### src/rtl/clkdiv_pkg.sv
package clkdiv_pkg;

    typedef enum logic [1:0] {
        CH_HALT  = 2'd0,
        CH_RUN   = 2'd1,
        CH_ARMED = 2'd2
    } ch_state_e;

    typedef struct packed {
        logic       valid;
        logic [7:0] ratio;
    } ratio_dec_t;

    // Code-to-ratio translation; scrambled table or direct binary.
    function automatic ratio_dec_t decode_code(input logic [7:0] code,
                                               input logic       use_table);
        ratio_dec_t r;
        r.valid = 1'b1;
        r.ratio = code;
        if (use_table) begin
            case (code)
                8'd1:    r.ratio = 8'd2;
                8'd2:    r.ratio = 8'd1;
                8'd3:    r.ratio = 8'd3;
                8'd4:    r.ratio = 8'd4;
                8'd5:    r.ratio = 8'd6;
                8'd6:    r.ratio = 8'd5;
                8'd7:    r.ratio = 8'd7;
                8'd8:    r.ratio = 8'd8;
                8'd9:    r.ratio = 8'd10;
                8'd10:   r.ratio = 8'd9;
                default: begin
                    r.valid = 1'b0;
                    r.ratio = 8'd1;
                end
            endcase
        end else begin
            r.valid = (code != 8'd0);
        end
        return r;
    endfunction

endpackage

### src/rtl/clkdiv_regs.sv
module clkdiv_regs #(
    parameter int NUM_CH     = 4,
    parameter int FIELD_W    = 6,
    parameter int FIELD_LSB0 = 1,
    parameter int CH_STRIDE  = 7,
    parameter int RUN_BIT    = 10,
    parameter int ADDR_W     = 3,
    parameter int DATA_W     = 32
) (
    input  logic                            clk,
    input  logic                            rst_n,
    input  logic                            wr_i,
    input  logic [ADDR_W-1:0]               addr_i,
    input  logic [DATA_W-1:0]               wdata_i,
    output logic [DATA_W-1:0]               rdata_o,
    output logic                            run_o,
    output logic [NUM_CH-1:0][FIELD_W-1:0]  codes_o,
    output logic [NUM_CH-1:0]               load_rise_o,
    output logic [NUM_CH-1:0]               err_o,
    input  logic [NUM_CH-1:0]               err_set_i
);

    localparam int SEL_BIT = 2;

    function automatic logic [DATA_W-1:0] word0_mask();
        logic [DATA_W-1:0] m;
        m = '0;
        for (int c = 0; c < NUM_CH; c++) begin
            for (int b = 0; b <= FIELD_W; b++) begin
                m[FIELD_LSB0 + c*CH_STRIDE + b] = 1'b1;
            end
        end
        return m;
    endfunction

    localparam logic [DATA_W-1:0] W0_MASK = word0_mask();

    logic [DATA_W-1:0] word0_q;
    logic              run_q;
    logic [NUM_CH-1:0] err_q;
    logic [NUM_CH-1:0] load_now;
    logic [NUM_CH-1:0] load_prev_q;

    // Word storage
    always_ff @(posedge clk or negedge rst_n) begin
        if (!rst_n) begin
            word0_q <= '0;
            run_q   <= 1'b0;
        end else if (wr_i) begin
            if (addr_i[SEL_BIT]) begin
                run_q <= wdata_i[RUN_BIT];
            end else begin
                word0_q <= wdata_i & W0_MASK;
            end
        end
    end

    // Per-channel field extraction and strobe edge detection
    for (genvar c = 0; c < NUM_CH; c++) begin : g_fields
        localparam int LSB = FIELD_LSB0 + c*CH_STRIDE;
        assign codes_o[c]  = word0_q[LSB +: FIELD_W];
        assign load_now[c] = word0_q[LSB + FIELD_W];
    end

    always_ff @(posedge clk or negedge rst_n) begin
        if (!rst_n) begin
            load_prev_q <= '0;
        end else begin
            load_prev_q <= load_now;
        end
    end

    assign load_rise_o = run_q ? (load_now & ~load_prev_q) : '0;

    // Sticky error flags, cleared while the bank is stopped
    always_ff @(posedge clk or negedge rst_n) begin
        if (!rst_n) begin
            err_q <= '0;
        end else if (!run_q) begin
            err_q <= '0;
        end else begin
            err_q <= err_q | err_set_i;
        end
    end

    always_comb begin
        rdata_o = '0;
        if (addr_i[SEL_BIT]) begin
            rdata_o[NUM_CH-1:0] = err_q;
            rdata_o[RUN_BIT]    = run_q;
        end else begin
            rdata_o = word0_q;
        end
    end

    assign run_o = run_q;
    assign err_o = err_q;

endmodule

### src/rtl/clkdiv_chan.sv
module clkdiv_chan #(
    parameter int   FIELD_W   = 6,
    parameter logic USE_TABLE = 1'b0
) (
    input  logic               clk,
    input  logic               rst_n,
    input  logic               run_i,
    input  logic               load_rise_i,
    input  logic [FIELD_W-1:0] code_i,
    output logic               tick_o,
    output logic               err_set_o,
    output logic [FIELD_W-1:0] act_o,
    output logic               armed_o
);
    import clkdiv_pkg::*;

    localparam logic [FIELD_W-1:0] RATIO_ONE = FIELD_W'(1);

    ch_state_e        state_q, state_d;
    logic [FIELD_W-1:0] act_q, pend_q, cnt_q;
    ratio_dec_t       dec;
    logic             load_ok;
    logic             boundary;

    assign dec      = decode_code(8'(code_i), USE_TABLE);
    assign load_ok  = load_rise_i && dec.valid;
    assign boundary = (cnt_q == act_q - RATIO_ONE);

    // State register
    always_ff @(posedge clk or negedge rst_n) begin
        if (!rst_n) begin
            state_q <= CH_HALT;
        end else begin
            state_q <= state_d;
        end
    end

    // Next-state logic
    always_comb begin
        state_d = state_q;
        if (!run_i) begin
            state_d = CH_HALT;
        end else begin
            unique case (state_q)
                CH_HALT:  state_d = CH_RUN;
                CH_RUN:   if (load_ok) state_d = CH_ARMED;
                CH_ARMED: begin
                    if (load_ok)       state_d = CH_ARMED;
                    else if (boundary) state_d = CH_RUN;
                end
                default:  state_d = CH_HALT;
            endcase
        end
    end

    // Datapath: period counter, active and pending ratios
    always_ff @(posedge clk or negedge rst_n) begin
        if (!rst_n) begin
            cnt_q  <= '0;
            act_q  <= RATIO_ONE;
            pend_q <= RATIO_ONE;
        end else if (!run_i || state_q == CH_HALT) begin
            cnt_q  <= '0;
            act_q  <= RATIO_ONE;
            pend_q <= RATIO_ONE;
        end else begin
            cnt_q <= boundary ? '0 : cnt_q + RATIO_ONE;
            if (state_q == CH_ARMED && boundary) begin
                act_q <= pend_q;
            end
            if (load_ok) begin
                pend_q <= dec.ratio[FIELD_W-1:0];
            end
        end
    end

    // Outputs
    always_comb begin
        tick_o    = run_i && (state_q != CH_HALT) && boundary;
        err_set_o = load_rise_i && !dec.valid;
        act_o     = act_q;
        armed_o   = (state_q == CH_ARMED);
    end

endmodule

### src/rtl/clkdiv_bank.sv
module clkdiv_bank #(
    parameter int NUM_CH     = 4,
    parameter int FIELD_W    = 6,
    parameter int FIELD_LSB0 = 1,
    parameter int CH_STRIDE  = 7,
    parameter int RUN_BIT    = 10,
    parameter int TABLE_CH   = 0,
    parameter int ADDR_W     = 3,
    parameter int DATA_W     = 32
) (
    input  logic              clk,
    input  logic              rst_n,
    input  logic              reg_wr,
    input  logic [ADDR_W-1:0] reg_addr,
    input  logic [DATA_W-1:0] reg_wdata,
    output logic [DATA_W-1:0] reg_rdata,
    output logic [3:0]        tick_o
);

    logic                           run_w;
    logic [NUM_CH-1:0][FIELD_W-1:0] codes_w;
    logic [NUM_CH-1:0]              load_rise_w;
    logic [NUM_CH-1:0]              err_w;
    logic [NUM_CH-1:0]              err_set_w;
    logic [NUM_CH-1:0][FIELD_W-1:0] act_w;
    logic [NUM_CH-1:0]              armed_w;
    logic [NUM_CH-1:0]              tick_w;

    clkdiv_regs #(
        .NUM_CH(NUM_CH), .FIELD_W(FIELD_W), .FIELD_LSB0(FIELD_LSB0),
        .CH_STRIDE(CH_STRIDE), .RUN_BIT(RUN_BIT),
        .ADDR_W(ADDR_W), .DATA_W(DATA_W)
    ) regs_i (
        .clk        (clk),
        .rst_n      (rst_n),
        .wr_i       (reg_wr),
        .addr_i     (reg_addr),
        .wdata_i    (reg_wdata),
        .rdata_o    (reg_rdata),
        .run_o      (run_w),
        .codes_o    (codes_w),
        .load_rise_o(load_rise_w),
        .err_o      (err_w),
        .err_set_i  (err_set_w)
    );

    for (genvar c = 0; c < NUM_CH; c++) begin : g_chan
        clkdiv_chan #(
            .FIELD_W  (FIELD_W),
            .USE_TABLE(c == TABLE_CH)
        ) chan_i (
            .clk        (clk),
            .rst_n      (rst_n),
            .run_i      (run_w),
            .load_rise_i(load_rise_w[c]),
            .code_i     (codes_w[c]),
            .tick_o     (tick_w[c]),
            .err_set_o  (err_set_w[c]),
            .act_o      (act_w[c]),
            .armed_o    (armed_w[c])
        );
    end

    assign tick_o = 4'(tick_w);

endmodule

### config.mk
export PLATFORM = sky130hd
export DESIGN_NAME = clkdiv_bank
export DESIGN_NICKNAME = d
export VERILOG_FILES = /design/src/rtl/clkdiv_pkg.sv /design/src/rtl/clkdiv_regs.sv /design/src/rtl/clkdiv_chan.sv /design/src/rtl/clkdiv_bank.sv
export SDC_FILE = /design/constraint.sdc
export NUM_CORES = 1
export LEC_CHECK = 0
export BUFFER_PORTS_ARGS = -buffer_cell sky130_fd_sc_hd__buf_2
export CORE_UTILIZATION = 35
export DETAILED_ROUTE_END_ITERATION = 12
export PLACE_DENSITY = 0.54
export SLEW_MARGIN = 20
export SYNTH_ARGS = -nofsm -noshare
export SYNTH_HDL_FRONTEND = slang
export SYNTH_HIERARCHICAL = 1
export SYNTH_SLANG_ARGS = --single-unit
export TNS_END_PERCENT = 100
### constraint.sdc
create_clock -name clk -period 3.2 [get_ports clk]
set_clock_uncertainty 0.05 [all_clocks]
set_input_delay 0.8 -clock clk [delete_from_list [all_inputs] [get_ports clk]]
set_output_delay 0.8 -clock clk [all_outputs]
set_load 0.05 [all_outputs]
# After elaboration in Yosys (flattened, before gate mapping)
# Index checks and enable logic that the tools add are counted.
# op_classes
n_bitwise	4
n_addsub	8
reduce_logical	55
n_eq_ne	30
mux	52
# op_table
op	count
2-to-1 mux 6 bit	25
case mux 4 bit (9 select lines)	1
2-to-1 mux 2 bit	16
adder 6 x 1 -> 6 bit (second input constant)	4
equality test 6 x 3 -> 1 bit (second input constant)	4
equality test 6 bit	4
case mux 2 bit (3 select lines)	4
nonzero test 2 bit	12
subtractor 6 x 1 -> 6 bit (second input constant)	4
logical AND 1 bit	20
equality test 6 x 4 -> 1 bit (second input constant)	3
2-to-1 mux 18 bit	1
nonzero test 6 bit	3
inequality test 4 bit (second input constant)	4
equality test 6 x 2 -> 1 bit (second input constant)	2
2-to-1 mux 4 bit	3
inequality test 3 x 2 -> 1 bit (second input constant)	4
AND reduction 2 bit	6
OR reduction 10 bit	1
equality test 2 x 1 -> 1 bit (second input constant)	4
equality test 2 bit (second input constant)	4
zero test 2 bit	4
equality test 6 x 1 -> 1 bit (second input constant)	1
zero test 1 bit	5
other kinds (6)	10
# totals
regBits	117
wordCells	169
inputBits	38
out_inout_bits	36

# Depth between registers and ports, before layout
# logic_depth
word_depth	7
mapped_depth	8
ltp_nobuf	7

# Hierarchy
# The synthesis kept the hierarchy.
# modules_own_cells
mod	cells_each	area_each_um2	n_inst	seq_area_each_um2
clkdiv_chan at g_chan[1].chan_i ...	118	1083.5	3	503.0
clkdiv_regs	142	1865.5	1	925.9
clkdiv_chan at g_chan[0].chan_i	114	1026.0	1	402.9

# Worst setup path after synthesis
# No wires, ideal clock.
# synth_path
kind	flip-flop to output port
start	register g_chan[0].chan_i.act_q[0]
end	output tick_o[0]
n_path_buf	1
t_required_ns	2.350
t_arrival_ns	2.639
path_stages_with_launch	9
path_slack_ns	-0.289
cell_sequence	dfstp_2 inv_1 ha_1 xor2_1 o311ai_1 or4b_1 buf_2 or2_4 nor2_1
# synth_between
elab_chain_len	3
# synth_lines
element	line_no	text
from (decl)	clkdiv_chan.sv:20	logic [FIELD_W-1:0] act_q, pend_q, cnt_q;
from (signal assigned)	clkdiv_chan.sv:69	act_q <= pend_q;
subtractor 6 x 1 -> 6 bit	clkdiv_chan.sv:27	assign boundary = (cnt_q == act_q - RATIO_ONE);
equality test 6 bit	clkdiv_chan.sv:27	
logical AND 1 bit	clkdiv_chan.sv:79	tick_o = run_i && (state_q != CH_HALT) && boundary;
to (decl)	clkdiv_bank.sv:17	output logic [3:0] tick_o
# Every way passes these cells.

# Final worst setup path
# Ends and elaborated chain as after synthesis.

==> metrics.txt <==
setup_tns -0.271 ns; crit path launch type flop; maximum number of pins on one net before global-route repair 50; final period utilization 106%; layout cells sized above 1 a little over a quarter; Placement Rows 47; clock slew seen by the registers of the worst setup and hold paths approximately 0.050 ns; pwr/cell area 579 mW/mm²; initial antenna violation count 1; Fmax achieved just under 300 MHz; Rel. slew slack between 40% and 50%; syn_area_per_cell slightly above 10 µm²; maximum buffer depth of the clock tree 2; Max-Cap Viols 0; WL per Instance roughly 14 µm; Peak VDD IR roughly 0.39 mV; Routed WL 12900 µm; initial core utilization between 30% and 40%; Clock Latency Late Sink around 0.41 ns; final-report hold violation count 0; Finished Core Util around 44%; CTS Buf Count 17; Final min period around 3.4 ns; worst slew pin tran between 0.7 and 0.8 ns; CP max FO 2; CP required 2.35 ns; first-pass GRT wire length 22300 µm; Finished Cell Area approximately 0.0073 mm²; GRT Overall Usage between 10% and 20%; Area after DPL 0.00649 mm²; Die X 134 µm; Final Slew Violations 0; post-route ant nets 0; vias per cell 4.90; core box area 0.0168 mm²; GR Overflow Total 0; IO Port Bufs 64; GPL Wtd Cong slightly below 0.8; # setup viols final 4; mapped cell area ~0.006 mm²; Cells after Synth 607; I/O pin count 74; drt first-iter violations 183; leakage ~3.1 nW; area added between synthesis and finish 19.5%; hpwl dp roughly 9000 µm; worst setup margin -0.205 ns; CP Capture Type primary output; final-stage net count roughly 700; Placement Setup Slack between 0.07 and 0.08 ns; CTS sink cnt 113; arrival time worst endpoint roughly 2.6 ns; class of the worst hold path in -> async; drt pass-1 iters 4; H-tree level count 4; critical path class reg -> out; RSZ-0062 raised after global routing yes; outcome complete, but fails checks; DIE AREA ~0.018 mm²; Via Count roughly 4400; worst hold margin ~0.35 ns; vias in the first global route approximately 4600; violated checks negative setup slack; Yosys Warn Count 6; Die Ht approximately 130 µm; CTS root buf clkbuf_16; CTS tree yes; DRC viols 0
power breakdown:
group | internal (mW) | leakage (nW) | switching [mW] | total, mW
registers | 1.53 | 1.46 | 0.105 | 1.63
clock network | 1.28 | 0.292 | 0.615 | 1.90
logic | 0.267 | 1.37 | 0.445 | 0.712
per-stage QoR:
step	power, mW	instances
floorplan	2.19	609
global placement	2.33	853
detailed placement	2.34	853
CTS	4.28	896
global route	4.43	896
finish	4.24	897
cell usage in the layout, fill, tap and decap left out, types with 13 or more instances in the layout:
cell / n
mux2_2: 13
nor2b_1: 40
a21oi_1: 27
dfrtp_1: 104
o21ai_0: 14
nand2_1: 90
nor3_1: 25
nand3_1: 15
buf_4: 25
clkbuf_16: 17
nor2_1: 25
xnor2_1: 26
mux2i_1: 18
mux2_4: 20
buf_2: 59
flip-flops by register name (all words and copies together) (netlist names):
register and cells:
regs_i/word0_q 28, g_chan.chan_i/cnt_q 24, g_chan.chan_i/act_o 22, g_chan.chan_i/pend_q 22
g_chan.chan_i/state_q 8, regs_i/err_o 4, regs_i/load_prev_q 4, regs_i/run_o 1
area by class of cell:
type | instances | area, µm²
fillers | 1672 | 9500
multi-input cells | 429 | 3000
flip-flops and latches | 113 | 2840
repair buffers | 89 | 563
clock buffers | 26 | 489
well taps | 220 | 275
clock inverters | 6 | 105
inverters | 13 | 48.8
diodes | 1 | 2.50
routing by layer:
metal | track usage, % | vias up | share of wire, %
li1 | - | 2180 | -
met1 | 19.3 | 2132 | 45
met2 | 26.9 | 70 | 50
met3 | 3.67 | 16 | 3.3
met4 | 6.12 | 0 | 1.7
met5 | 0 | - | 0
critical path, stage by stage, from the launching register on:
cell and delay [ns]:
dfstp_2 0.53, inv_2 0.05, ha_4 0.25, xor2_1 0.16, o311ai_1 0.12, or4b_4 0.53
or2_4 0.26, nor2_4 0.09, buf_8 0.15
what timing repair did:
item,in CTS,in global routing
resized for setup,25,5
pin swaps,10,4
hold buffers,0,0
buffers inserted,11,0
endpoints found under the setup margin,4,4
cloned,0,0
path summary, 6_finish.rpt:
kind,end,from,depth (start not counted),slack [ns]
max,tick_o[0],g_chan[0].chan_i/act_o[0],8,-0.20
min,regs_i/word0_q[17],rst_n,1,0.35
max reg2reg,g_chan[3].chan_i/act_o[0],g_chan[3].chan_i/act_o[1],7,0.60
min reg2reg,regs_i/load_prev_q[0],regs_i/word0_q[7],0,0.37
max in group asynchronous,g_chan[0].chan_i/act_o[0],rst_n,2,1.91
min in group clk,regs_i/load_prev_q[0],regs_i/word0_q[7],0,0.37
No activity file was read; power rests on OpenSTA's default activity.
